## src/rtl/lfm_pkg.sv

```systemverilog
package lfm_pkg;
  typedef enum logic [1:0] {
    ST_ARMED = 2'd0,
    ST_BURST = 2'd1,
    ST_GAP   = 2'd2
  } lfm_state_e;
endpackage

```

## src/rtl/lfm_sync.sv

```systemverilog
module lfm_sync #(
  parameter int SYNC_STAGES = 2
) (
  input  logic clk_i,
  input  logic rst_ni,
  input  logic async_i,
  output logic level_o,
  output logic rise_o
);
  // chain[SYNC_STAGES] holds the previous synchronized level for edge detection
  logic [SYNC_STAGES:0] chain_q;

  always_ff @(posedge clk_i or negedge rst_ni) begin
    if (!rst_ni) chain_q <= '0;
    else         chain_q <= {chain_q[SYNC_STAGES-1:0], async_i};
  end

  assign level_o = chain_q[SYNC_STAGES-1];
  assign rise_o  = chain_q[SYNC_STAGES-1] & ~chain_q[SYNC_STAGES];
endmodule

```

## src/rtl/lfm_pulse_gen.sv

```systemverilog
module lfm_pulse_gen #(
  parameter int PULSES    = 100,
  parameter int BASE_HALF = 200,
  parameter int STEP_HALF = 3,
  parameter int TRIM_W    = 4,
  localparam int HALF_W   = $clog2(BASE_HALF + 1),
  localparam int CNT_W    = $clog2(PULSES)
) (
  input  logic              clk_i,
  input  logic              rst_ni,
  input  logic              start_i,
  input  logic [TRIM_W-1:0] trim_i,
  output logic              pulse_o,
  output logic              busy_o,
  output logic              done_o,
  output logic [HALF_W-1:0] half_o
);
  logic [HALF_W-1:0] half_calc, half_q, hcnt_q;
  logic [CNT_W-1:0]  pcnt_q;
  logic              phase_q, busy_q, done_q;

  assign half_calc = HALF_W'(BASE_HALF - STEP_HALF * int'(trim_i));

  always_ff @(posedge clk_i or negedge rst_ni) begin
    if (!rst_ni) begin
      half_q  <= '0;
      hcnt_q  <= '0;
      pcnt_q  <= '0;
      phase_q <= 1'b0;
      busy_q  <= 1'b0;
      done_q  <= 1'b0;
    end else begin
      done_q <= 1'b0;
      if (start_i && !busy_q) begin
        busy_q  <= 1'b1;
        phase_q <= 1'b1;
        hcnt_q  <= '0;
        pcnt_q  <= '0;
        half_q  <= half_calc;
      end else if (busy_q) begin
        if (hcnt_q == half_q - 1'b1) begin
          hcnt_q <= '0;
          if (phase_q) begin
            phase_q <= 1'b0;
          end else if (pcnt_q == CNT_W'(PULSES - 1)) begin
            busy_q <= 1'b0;
            done_q <= 1'b1;
          end else begin
            phase_q <= 1'b1;
            pcnt_q  <= pcnt_q + 1'b1;
          end
        end else begin
          hcnt_q <= hcnt_q + 1'b1;
        end
      end
    end
  end

  assign pulse_o = phase_q;
  assign busy_o  = busy_q;
  assign done_o  = done_q;
  assign half_o  = half_q;
endmodule

```

## src/rtl/lfm_trim_ctrl.sv

```systemverilog
module lfm_trim_ctrl
  import lfm_pkg::*;
#(
  parameter int TRIM_W     = 4,
  parameter int TRIM_INIT  = 8,
  parameter int GAP_W      = 16,
  parameter int GAP_TARGET = 1000
) (
  input  logic              clk_i,
  input  logic              rst_ni,
  input  logic              rise_i,
  input  logic              level_i,
  input  logic              done_i,
  output logic              start_o,
  output logic [TRIM_W-1:0] trim_o
);
  lfm_state_e        st_q;
  logic [TRIM_W-1:0] trim_q;
  logic [GAP_W-1:0]  gap_q;
  logic              late_edge_q;

  assign start_o = rise_i && (st_q != ST_BURST);

  function automatic logic [TRIM_W-1:0] trim_up(input logic [TRIM_W-1:0] t);
    return (t == '1) ? t : t + 1'b1;
  endfunction

  function automatic logic [TRIM_W-1:0] trim_dn(input logic [TRIM_W-1:0] t);
    return (t == '0) ? t : t - 1'b1;
  endfunction

  always_ff @(posedge clk_i or negedge rst_ni) begin
    if (!rst_ni) begin
      st_q        <= ST_ARMED;
      trim_q      <= TRIM_W'(TRIM_INIT);
      gap_q       <= '0;
      late_edge_q <= 1'b0;
    end else begin
      unique case (st_q)
        ST_ARMED: begin
          if (rise_i) begin
            st_q        <= ST_BURST;
            late_edge_q <= 1'b0;
          end
        end
        ST_BURST: begin
          if (rise_i) late_edge_q <= 1'b1;
          if (done_i) begin
            if (level_i || late_edge_q || rise_i) begin
              trim_q <= trim_up(trim_q);
              st_q   <= ST_ARMED;
            end else begin
              gap_q <= '0;
              st_q  <= ST_GAP;
            end
          end
        end
        ST_GAP: begin
          if (rise_i) begin
            trim_q      <= (gap_q > GAP_W'(GAP_TARGET)) ? trim_dn(trim_q) : trim_up(trim_q);
            st_q        <= ST_BURST;
            late_edge_q <= 1'b0;
          end else if (gap_q != '1) begin
            gap_q <= gap_q + 1'b1;
          end
        end
        default: st_q <= ST_ARMED;
      endcase
    end
  end

  assign trim_o = trim_q;
endmodule

```

## src/rtl/line_freq_mult.sv

```systemverilog
module line_freq_mult #(
  parameter int PULSES      = 100,
  parameter int BASE_HALF   = 200,
  parameter int STEP_HALF   = 3,
  parameter int TRIM_INIT   = 8,
  parameter int GAP_TARGET  = 1000,
  parameter int GAP_W       = 16,
  parameter int SYNC_STAGES = 2
) (
  input  logic       clk_i,
  input  logic       rst_ni,
  input  logic       line_i,
  output logic       pulse_o,
  output logic [3:0] trim_o
);
  localparam int TRIM_W = 4;
  localparam int HALF_W = $clog2(BASE_HALF + 1);

  logic              line_lvl, line_rise;
  logic              start, busy, done;
  logic [HALF_W-1:0] half_q;
  logic [TRIM_W-1:0] trim;

  lfm_sync #(.SYNC_STAGES(SYNC_STAGES)) u_sync (
    .clk_i   (clk_i),
    .rst_ni  (rst_ni),
    .async_i (line_i),
    .level_o (line_lvl),
    .rise_o  (line_rise)
  );

  lfm_trim_ctrl #(
    .TRIM_W     (TRIM_W),
    .TRIM_INIT  (TRIM_INIT),
    .GAP_W      (GAP_W),
    .GAP_TARGET (GAP_TARGET)
  ) u_ctrl (
    .clk_i   (clk_i),
    .rst_ni  (rst_ni),
    .rise_i  (line_rise),
    .level_i (line_lvl),
    .done_i  (done),
    .start_o (start),
    .trim_o  (trim)
  );

  lfm_pulse_gen #(
    .PULSES    (PULSES),
    .BASE_HALF (BASE_HALF),
    .STEP_HALF (STEP_HALF),
    .TRIM_W    (TRIM_W)
  ) u_pgen (
    .clk_i   (clk_i),
    .rst_ni  (rst_ni),
    .start_i (start),
    .trim_i  (trim),
    .pulse_o (pulse_o),
    .busy_o  (busy),
    .done_o  (done),
    .half_o  (half_q)
  );

  assign trim_o = trim;
endmodule

```

## config.mk

```make
export PLATFORM = sky130hd
export DESIGN_NAME = line_freq_mult
export DESIGN_NICKNAME = d
export VERILOG_FILES = /design/src/rtl/lfm_pkg.sv /design/src/rtl/lfm_sync.sv /design/src/rtl/lfm_pulse_gen.sv /design/src/rtl/lfm_trim_ctrl.sv /design/src/rtl/line_freq_mult.sv
export SDC_FILE = /design/constraint.sdc
export NUM_CORES = 1
export LEC_CHECK = 0
export BUFFER_PORTS_ARGS = -buffer_cell sky130_fd_sc_hd__buf_2
export CAP_MARGIN = 5
export CELL_PAD_IN_SITES_DETAIL_PLACEMENT = 0
export CELL_PAD_IN_SITES_GLOBAL_PLACEMENT = 1
export CORE_ASPECT_RATIO = 0.6
export CORE_MARGIN = 8
export CORE_UTILIZATION = 49
export CTS_CLUSTER_DIAMETER = 150
export CTS_CLUSTER_SIZE = 14
export DETAILED_ROUTE_END_ITERATION = 8
export PLACE_DENSITY_LB_ADDON = 0.1
export SYNTH_ARGS = -nofsm -noshare
export SYNTH_HDL_FRONTEND = slang
export SYNTH_HIERARCHICAL = 1
export SYNTH_SLANG_ARGS = --single-unit
```

## constraint.sdc

```tcl
create_clock -name clk_i -period 3.5 [get_ports clk_i]
set_clock_uncertainty 0.15 [all_clocks]
set_input_delay 0.35 -clock clk_i [delete_from_list [all_inputs] [get_ports clk_i]]
set_output_delay 0.35 -clock clk_i [all_outputs]
set_load 0.1 [all_outputs]
```

==> results of run 1 <==
==> cell usage after synthesis, types with 2 or more instances <==
library cell,number
o31ai_1,13
dfrtp_1,51
or3_1,2
xor2_1,7
or2_2,3
a32o_1,2
or4_1,4
nor3_1,8
buf_2,3
clkbuf_1,5
xnor2_1,11
nor3b_1,2
nand2b_1,8
o21ai_1,11
nor2b_1,3
nand4_1,6
nand3_1,18
o211ai_1,2
o21ai_0,26
ha_1,15
a211oi_1,5
mux2i_1,5
a31oi_1,6
nand2_1,28
nor2_2,2
o41ai_1,2
inv_1,17
nor2_1,26
buf_6,2
a31o_2,2
or4_4,2
and3_1,8
a21oi_1,10
nand3b_1,3
==> power groups by stage <==
stage               sequential [mW]  combinational, mW  clock [mW]
finish                        0.776              0.360       0.461
global route                  0.791              0.401       0.502
CTS                           0.775              0.363       0.474
detailed placement            0.786              0.361           0
global placement              0.785              0.354           0
floorplan                     0.760              0.306           0
==> worst register-to-register path, delay by kind of cell, from the launching register on <==
kind / cells / cell delay (ps)
compound gates: 3 / 610
flops: 1 / 420
fa+ha+maj: 1 / 200
simple gates: 3 / 1380
buf+inv: 1 / 100
==> cell type report <==
type	count	area (sq um)	share of cell area, %
Tap cell	87	109	3.12
Inverter	17	63.8	1.83
Multi-Input combinational cell	270	1820	52.2
Sequential cell	52	1300	37.3
Clock inverter	1	30.0	0.860
Timing Repair Buffer	11	67.6	1.94
Clock buffer	7	96.3	2.76
==> per-layer routing <==
metal  track usage (%)  vias to the layer above  share of wire [%]
met5                 0                        -                  0
met2              19.7                       62                 38
met3              3.47                        5                4.9
li1                  -                     1293                  -
met1              25.3                     1197                 56
met4              4.53                        0               0.73
==> cell families after synthesis <==
logic type      after synthesis  share of synthesized area [%]
simple gates                137                           23.6
compound gates               93                           19.1
flops                        52                           40.1
buf+inv                      28                           3.92
xor+xnor                     19                           5.35
fa+ha+maj                    16                           6.39
mux                           5                           1.54
==> flip-flops by register name, summed over array words and instances (netlist names) <==
signal and flops:
u_ctrl/st_q 2, u_pgen/hcnt_q 8, u_pgen/half_o 8, u_pgen/done_o 1
u_sync/chain_q 3, u_pgen/busy_o 1, u_pgen/pcnt_q 7, u_ctrl/late_edge_q 1
u_ctrl/gap_q 16, u_ctrl/trim_o 4, u_pgen/pulse_o 1
==> worst paths after layout <==
| check | startpoint | to | slack (ps) | cells past startpoint |
|---|---|---|---|---|
| setup reg to reg | u_pgen/half_o[0] | u_pgen/pcnt_q[3] | 590 | 8 |
| hold / removal | rst_ni | u_ctrl/gap_q[9] | -20 | 1 |
| hold reg to reg | u_sync/chain_q[0] | u_sync/chain_q[1] | 210 | 0 |
| max in group asynchronous | rst_ni | u_ctrl/trim_o[3] | 2420 | 2 |
| min in group clk_i | u_sync/chain_q[0] | u_sync/chain_q[1] | 210 | 0 |
| setup / recovery | u_pgen/half_o[0] | u_pgen/pcnt_q[3] | 590 | 8 |
==> through the flow <==
step	hold WS, ps	cells	power [mW]	setup slack (ps)	utilization (%)
final	-24.1	445	1.60	591	53.2
after global routing	45.7	445	1.69	376	53.2
after CTS	6.61	445	1.61	585	53.2
after detailed placement	191	436	1.15	600	51.1
after global placement	187	436	1.14	770	51.1
after floorplan	-95.6	350	1.07	681	-
==> placed cells by master, fill, tap and decap left out, types with 2 or more instances in the layout <==
| cell type | n |
|---|---|
| a21oi_1 | 10 |
| o41ai_1 | 2 |
| nand3_1 | 18 |
| o21ai_1 | 11 |
| and3_1 | 8 |
| mux2i_1 | 5 |
| nand3b_1 | 3 |
| nor2_1 | 26 |
| nand2_1 | 28 |
| or3_1 | 2 |
| nor2_2 | 2 |
| nand2b_1 | 8 |
| a211oi_1 | 5 |
| clkbuf_8 | 7 |
| buf_4 | 3 |
| a31o_2 | 2 |
| a31oi_1 | 6 |
| or4_1 | 4 |
| nand4_1 | 6 |
| o211ai_1 | 2 |
| xor2_1 | 7 |
| nor3_1 | 8 |
| a32o_1 | 2 |
| dfrtp_1 | 51 |
| inv_1 | 17 |
| or4_4 | 2 |
| or2_2 | 3 |
| buf_2 | 7 |
| o21ai_0 | 26 |
| nor2b_1 | 3 |
| xnor2_1 | 11 |
| o31ai_1 | 13 |
| ha_1 | 15 |
| nor3b_1 | 2 |
==> repair_timing <==
action	4_1_cts	5_1_grt
hold endpoints to repair	1	0
hold buffers	1	0
setup buffers	0	0
endpoints found under the setup margin	0	0
==> metrics, run 1 <==
status=complete, but fails checks; failing checks=hold timing; wire length of the first global-routing pass=12100 um; Area Overhead vs Synth=7.35%; Yosys top cell by area=dfrtp_1; post-route minimum period=just under 3000 ps; final WL=around 7000 um; First-pass DRT Iterations=5; TritonCTS clock tree=built; Post-Synthesis Cells=between 300 and 400; Pins Over Slew Limit=0; Final Cycle Share=between 80% and 90%; antenna violations before repair=0; Port Buffer Count=7; Buf/Inv on CP=1; final hold vios=36; Post-synth EDFFs=0; Logic pwr share=about 23%; Mapped Nets=369; top_reg_cell synth=dfrtp_1; internal power=between 1 and 1.5 mW; initial core utilization=slightly below 50%; DRT antenna net count=0; Placed Area=3350 sq um; crit-path max cell delay=roughly 540 ps; Seq cells post-synth=52; Slew headroom=between 40 and 50%; root buf cell=clkbuf_8; cells along the critical path=inv_1 > ha_1 > nor3b_1 > a21oi_1 > nor4b_1 > o21ai_1 > or4_1 > a21oi_1; critical path class=flop to flop; fmax=around 340 MHz; Residual DRC=0; Worst path slowest cell=or4_1; clk_lat worst skew=320 ps; via count=around 2600; Post-DP HPWL=around 5000 um; remaining global-route overflow=0; Net Sw Frac=approximately a third; share of post-route cells with drive strength above 1=a little under an eighth; final setup fails=0; fin area=~3500 sq um; hold slack=-24.1 ps; die width=121 um; maximum fanout along the worst path=7; GPL Wtd Cong=between 0.7 and 0.8; Rows=23; MaxCap Viol Count=0; Worst Max-Slew Pin Slew=839 ps; P per Cell Area=roughly 460 nW/um^2; leakage=~1.5 nW; I/O pin cnt=8; worst path required time=around 3600 ps; share of total power in sequential cells=between 40% and 50%; Total GRT Usage=15.7%; Worst-path clk slew=roughly 100 ps; Crit. End Element=flop; vias in the first global route=2348; syn avg cell area=approximately 9.3 sq um; Core ar.=~6600 sq um; CTS sink cnt=52; Vias/cell=5.75; synthesized area=3250 sq um; Nets=roughly 380; Post-CTS Resized=0; Synth top area share=between 30% and 40%; VDD IR max=around 0.21 mV; H-tree Lvls=2; Worst Hold Class=primary input to asynchronous set/reset pin; most frequent cell on the critical path=a21oi_1; Initial DRC Count=~240; Worst path top cell family by delay=simple AND/OR/NAND/NOR gates; Distinct cells, synth=66; die area=roughly 9600 sq um; CTS Buf Count=5; ant diodes=0; sequential fraction of the synthesis area=40.1%; Ys Warns=6; FFs w/ async S/R, synth=between 90% and 100%; Fillers=between 600 and 700; largest net degree at the start of global routing=38; Wirelength per Cell=15.8 um; Die Y=between 70 and 80 um; synth top area cells=dfrtp_1 39%, ha_1 5.8%, o21ai_0 4.0%, nand2_1 3.2%, nor2_1 3.0%; setup TNS=0 ps; switching power=about 0.5 mW; Setup crit start kind=flop; Arrival @ worst endpoint=3010 ps; Clk pwr share=between 20% and 30%; RSZ-0062 raised after global routing=false; CTS Buffer Depth=2
No activity file was read; power rests on OpenSTA's default activity.
==> inputs of run 2 (changes only) <==
==> constraint.sdc (replaced) <==
create_clock -name clk_i -period 2.7 [get_ports clk_i]
set_clock_uncertainty 0.15 [all_clocks]
set_input_delay 0.27 -clock clk_i [delete_from_list [all_inputs] [get_ports clk_i]]
set_output_delay 0.27 -clock clk_i [all_outputs]
set_load 0.1 [all_outputs]
==> run 2 against run 1 <==
Effect of this change:
- the run now ends clean
- final area grew 3.4%
- wire length is 3.2% higher
- sequential power grew 26%
- total power grew 27%
- die area unchanged
- sequential share of layout area fell by 1.2 points
- worst hold slack better by 240 ps
- first-iteration DRC count rose by 2.9%
- critical path type unchanged
==> metrics, run 2 (synthesis results as in run 1) <==
Nets=390 (was 376); Arrival @ worst endpoint=2700 ps (was 3010 ps); largest net degree at the start of global routing=31 (was 38); share of total power in sequential cells=48.0% (was 48.6%); MaxCap Viol Count=0 (unchanged); Worst Hold Class=flop to flop (was primary input to asynchronous set/reset pin); hold slack=213 ps (was -24.1 ps); P per Cell Area=563 nW/um^2 (was 458 nW/um^2); initial core utilization=49.6% (unchanged); Die Y=79.1 um (unchanged); critical path class=flop to flop (unchanged); status=complete, no violations (was complete, but fails checks); share of post-route cells with drive strength above 1=15.9% (was 11.5%); Port Buffer Count=7 (unchanged); remaining global-route overflow=0 (unchanged); CTS sink cnt=52 (unchanged); DRT antenna net count=0 (unchanged); Post-DP HPWL=5390 um (was 5150 um); Fillers=608 (was 628); fmax=383 MHz (was 344 MHz); worst path required time=2790 ps (was 3600 ps); post-route minimum period=2610 ps (was 2910 ps); Residual DRC=0 (unchanged); via count=2619 (was 2557); Core ar.=6560 sq um (unchanged); Net Sw Frac=33.4% (was 31.8%); leakage=1.57 nW (was 1.51 nW); Placed Area=3450 sq um (was 3350 sq um); most frequent cells in the layout=49 x dfrtp_1, 28 x nand2_1, 26 x nor2_1, 26 x o21ai_0, 18 x nand3_1 (was 51 x dfrtp_1, 28 x nand2_1, 26 x nor2_1, 26 x o21ai_0, 18 x nand3_1); die area=9580 sq um (unchanged); Initial DRC Count=249 (was 242); Clk pwr share=22.6% (was 28.9%); clk_lat worst skew=300 ps (was 320 ps); CTS Buf Count=5 (unchanged); final hold vios=0 (was 36); vias in the first global route=2330 (was 2348); First-pass DRT Iterations=5 (unchanged); maximum fanout along the worst path=11 (was 7); Logic pwr share=29.4% (was 22.6%); final setup fails=0 (unchanged); Vias/cell=5.71 (was 5.75); Pins Over Slew Limit=0 (unchanged); Layout Utilization=55.0% (was 53.2%); root buf cell=clkbuf_8 (unchanged); ant diodes=0 (unchanged); Worst Max-Slew Pin Slew=683 ps (was 839 ps); Setup crit start kind=flop (unchanged); Crit. End Element=flop (unchanged); setup ws final=89.4 ps (was 591 ps); switching power=0.680 mW (was 0.509 mW); Wirelength per Cell=15.8 um (about the same); final WL=7240 um (was 7020 um); Slew headroom=54.5% (was 44.1%); commonest non-fill, non-tap cell in the layout=dfrtp_1 (unchanged); wire length of the first global-routing pass=11900 um (was 12100 um); die width=121 um (unchanged); fin area=3610 sq um (was 3490 sq um); Setup WS pre-CTS=47.0 ps (was 600 ps); Worst-path clk slew=90 ps (was 100 ps); VDD IR max=0.264 mV (was 0.208 mV); Area Overhead vs Synth=11.0% (was 7.35%); I/O pin cnt=8 (unchanged); Total GRT Usage=15.4% (was 15.7%); Rows=23 (unchanged); TritonCTS clock tree=built (unchanged); Top reg by flops=u_ctrl/gap_q (unchanged); GPL Wtd Cong=0.807 (was 0.774); internal power=1.35 mW (was 1.09 mW); antenna violations before repair=0 (unchanged); max reg flops=16 (unchanged); H-tree Lvls=2 (unchanged); CTS Buffer Depth=2 (unchanged); Final Cycle Share=96.7% (was 83.1%)
[run 2: changes by cell type in the layout (fill, tap and decap cells not counted), sizes merged]
cell         delta
dlygate4sd3     +1
buf            +13
clkbuf          +1
bufinv          -1
[run 2: stage by stage]
step | setup TNS, ps | total power, mW | cells
global placement | 0 | 1.53 | 448
floorplan | 0 | 1.38 | 350
global route | -2.75 | 2.16 | 459
detailed placement | 0 | 1.53 | 448
finish | 0 | 2.03 | 459
CTS | 0 | 2.01 | 458
[run 2: layer usage]
layer	track usage, %	vias up	part of all wire, %
li1	-	1316	-
met1	24.9	1245	57
met2	19.9	53	38
met3	3.26	5	4.9
met4	2.94	0	0.54
met5	0	-	0
[run 2: area by class of cell]
class / count / area (sq um) / share of cell area [%]
clock buffer: 8 / 90.1 / 2.50
timing repair buffer: 25 / 175 / 4.85
sequential: 52 / 1310 / 36.2
inverter: 17 / 63.8 / 1.77
tap: 87 / 109 / 3.02
multi-input combinational: 270 / 1870 / 51.7
[run 2: worst max-delay path, stage by stage, from the launching register on]
cell and delay (ps):
dfrtp_1 430, or4_4 550, or4_4 520, o211ai_2 110
a31oi_4 100, or4_4 550, a21oi_2 140
[run 2: path summary, 6_finish.rpt]
path | from | to | slack [ps] | depth (start not counted)
worst max-delay path | u_pgen/half_o[0] | u_pgen/pcnt_q[4] | 90 | 6
worst min-delay path | u_sync/chain_q[0] | u_sync/chain_q[1] | 210 | 0
worst max register to register | u_pgen/half_o[0] | u_pgen/pcnt_q[4] | 90 | 6
worst min register to register | u_sync/chain_q[0] | u_sync/chain_q[1] | 210 | 0
max in group asynchronous | rst_ni | u_pgen/pcnt_q[4] | 1360 | 3
min in group asynchronous | rst_ni | u_ctrl/gap_q[0] | 380 | 2
[run 2: repair_timing]
item,4_1_cts,5_1_grt
endpoints found under the hold margin,28,0
hold buffers,2,0
resized for setup,0,8
endpoints found under the setup margin,0,16
buffers inserted,0,1
[run 2: power by group through the flow]
stage	registers [mW]	logic, mW	clock network [mW]
2_1_floorplan	0.986	0.396	0
3_5_place_dp	0.987	0.545	0
3_3_place_gp	0.987	0.538	0
4_1_cts	0.971	0.551	0.484
5_1_grt	0.986	0.663	0.512
6_report	0.975	0.596	0.460
==> inputs of run 3 (changes only) <==
--- a/config.mk
+++ b/config.mk
@@ -10,7 +10,7 @@
 export CELL_PAD_IN_SITES_DETAIL_PLACEMENT = 0
 export CELL_PAD_IN_SITES_GLOBAL_PLACEMENT = 1
 export CORE_ASPECT_RATIO = 0.6
-export CORE_MARGIN = 8
+export CORE_MARGIN = 2
 export CORE_UTILIZATION = 49
 export CTS_CLUSTER_DIAMETER = 150
 export CTS_CLUSTER_SIZE = 14
==> run 3 against run 2 <==
Effect of this change:
- total power decreased by 1.3%
- clock power is 2% higher
- die area shrank 24%
- first-iteration DRC count is 21% lower
- cell count is 1.3% lower
- combinational power decreased by 7.7%
- sequential power is 1% higher
- flip-flop and latch count unchanged
- critical endpoint is now u_pgen/pcnt_q[3]
==> metrics, run 3 (synthesis results as in run 1) <==
status=complete, no violations (unchanged); via count=2600 (was 2619); wire length of the first global-routing pass=12100 um (was 11900 um); R2R depth=6 (unchanged); Vias/cell=5.74 (was 5.71); CTS Buf Count=5 (unchanged); vias in the first global route=2273 (was 2330); final WL=7120 um (was 7240 um); die area=7330 sq um (was 9580 sq um); DRT antenna net count=0 (unchanged); VDD IR max=0.314 mV (was 0.264 mV); Setup crit start kind=flop (unchanged); fin area=3580 sq um (was 3610 sq um); Logic pwr share=27.4% (was 29.4%); critical path class=flop to flop (unchanged); Crit. End Element=flop (unchanged); maximum fanout along the worst path=11 (unchanged); switching power=0.670 mW (was 0.680 mW); post-route insts no fill=453 (was 459); Worst Hold Class=flop to flop (unchanged); Core ar.=6250 sq um (was 6560 sq um); worst path required time=2790 ps (about the same); post-route minimum period=2640 ps (was 2610 ps); ant diodes=0 (unchanged); leakage=1.56 nW (was 1.57 nW); Port Buffer Count=7 (unchanged); Initial DRC Count=197 (was 249); share of post-route cells with drive strength above 1=15.2% (was 15.9%); Worst Max-Slew Pin Slew=678 ps (was 683 ps); H-tree Lvls=2 (unchanged); Pins Over Slew Limit=0 (unchanged); setup TNS=0 ps (unchanged); MaxCap Viol Count=0 (unchanged); Clk pwr share=23.3% (was 22.6%); remaining global-route overflow=0 (unchanged); Die Y=67.1 um (was 79.1 um); most frequent cells in the layout=49 x dfrtp_1, 28 x nand2_1, 26 x nor2_1, 26 x o21ai_0, 18 x nand3_1 (unchanged); fmax=379 MHz (was 383 MHz); Setup WS pre-CTS=40.0 ps (was 47.0 ps); RSZ-0062 raised after global routing=true; max reg flops=16 (unchanged); final hold vios=0 (unchanged); Arrival @ worst endpoint=2730 ps (was 2700 ps); Inst Count DP=443 (was 448); I/O pin cnt=8 (unchanged); P per Cell Area=560 nW/um^2 (was 563 nW/um^2); clk_lat worst skew=310 ps (was 300 ps); Residual DRC=0 (unchanged); Fillers=578 (was 608); GPL Wtd Cong=0.836 (was 0.807); Area Overhead vs Synth=10.1% (was 11.0%); initial core utilization=52.0% (was 49.6%); TritonCTS clock tree=built (unchanged); hold depth=0 (unchanged); largest net degree at the start of global routing=28 (was 31); CTS Buffer Depth=2 (unchanged); Top reg by flops=u_ctrl/gap_q (unchanged); CTS sink cnt=52 (unchanged); Worst-path clk slew=90 ps (about the same); Net Sw Frac=33.4% (about the same); First-pass DRT Iterations=4 (was 5); Nets=387 (was 390); setup ws final=63.4 ps (was 89.4 ps); share of total power in sequential cells=49.3% (was 48.0%); Rows=22 (was 23); antenna violations before repair=0 (unchanged); root buf cell=clkbuf_8 (unchanged); commonest non-fill, non-tap cell in the layout=dfrtp_1 (unchanged); Wirelength per Cell=15.7 um (was 15.8 um); internal power=1.33 mW (was 1.35 mW); die width=109 um (was 121 um); Total GRT Usage=21.8% (was 15.4%); Final Cycle Share=97.7% (was 96.7%); hold slack=218 ps (was 213 ps); Slew headroom=54.8% (was 54.5%); final setup fails=0 (unchanged); Post-DP HPWL=5270 um (was 5390 um); Placed Area=3440 sq um (was 3450 sq um)
[run 3: final timing paths]
check                               endpoint               from  slack, ps
min in group asynchronous    u_ctrl/gap_q[0]             rst_ni        370
min reg2reg                u_sync/chain_q[1]  u_sync/chain_q[0]        220
min                        u_sync/chain_q[1]  u_sync/chain_q[0]        220
max in group asynchronous   u_pgen/half_o[2]             rst_ni       1440
max reg2reg                 u_pgen/pcnt_q[3]   u_pgen/half_o[0]         60
max                         u_pgen/pcnt_q[3]   u_pgen/half_o[0]         60
[run 3: worst max-delay path: stages, from the launching register on]
cell	delay [ps]
dfrtp_1	430
or4_4	560
or4_4	530
o211ai_2	110
a31oi_4	110
or4_4	550
a21oi_2	140
[run 3: power by group through the flow]
stage | clock [mW] | combinational, mW | sequential (mW)
global route | 0.518 | 0.615 | 1.00
detailed placement | 0 | 0.522 | 0.998
finish | 0.467 | 0.550 | 0.988
CTS | 0.491 | 0.528 | 0.985
floorplan | 0 | 0.396 | 0.986
global placement | 0 | 0.516 | 1.00
[run 3: cell type report]
type                    instances  area, sq um  share of cell area, %
inverters                      17         63.8                   1.78
repair buffers                 22          165                   4.61
well taps                      84          105                   2.94
clock buffers                   8         90.1                   2.52
multi-input cells             270         1850                   51.7
flip-flops and latches         52         1310                   36.4
[run 3: stage by stage]
stage	util (%)	power, mW
global route	57.3	2.14
floorplan	-	1.38
global placement	55.1	1.52
detailed placement	55.1	1.52
finish	57.3	2.00
CTS	56.8	2.00
[run 3: layer usage]
layer,share of wire [%],up-vias,track usage (%)
met3,6.9,5,5.77
li1,-,1315,-
met4,0.73,0,4.75
met5,0,-,0
met2,35,72,25.1
met1,57,1208,37.6
[run 3: what timing repair did]
| action | CTS | global route |
|---|---|---|
| resized for setup | 0 | 6 |
| setup endpoints to repair | 0 | 12 |
| setup buffers | 0 | 0 |
| hold buffers | 2 | 0 |
| endpoints found under the hold margin | 26 | 0 |
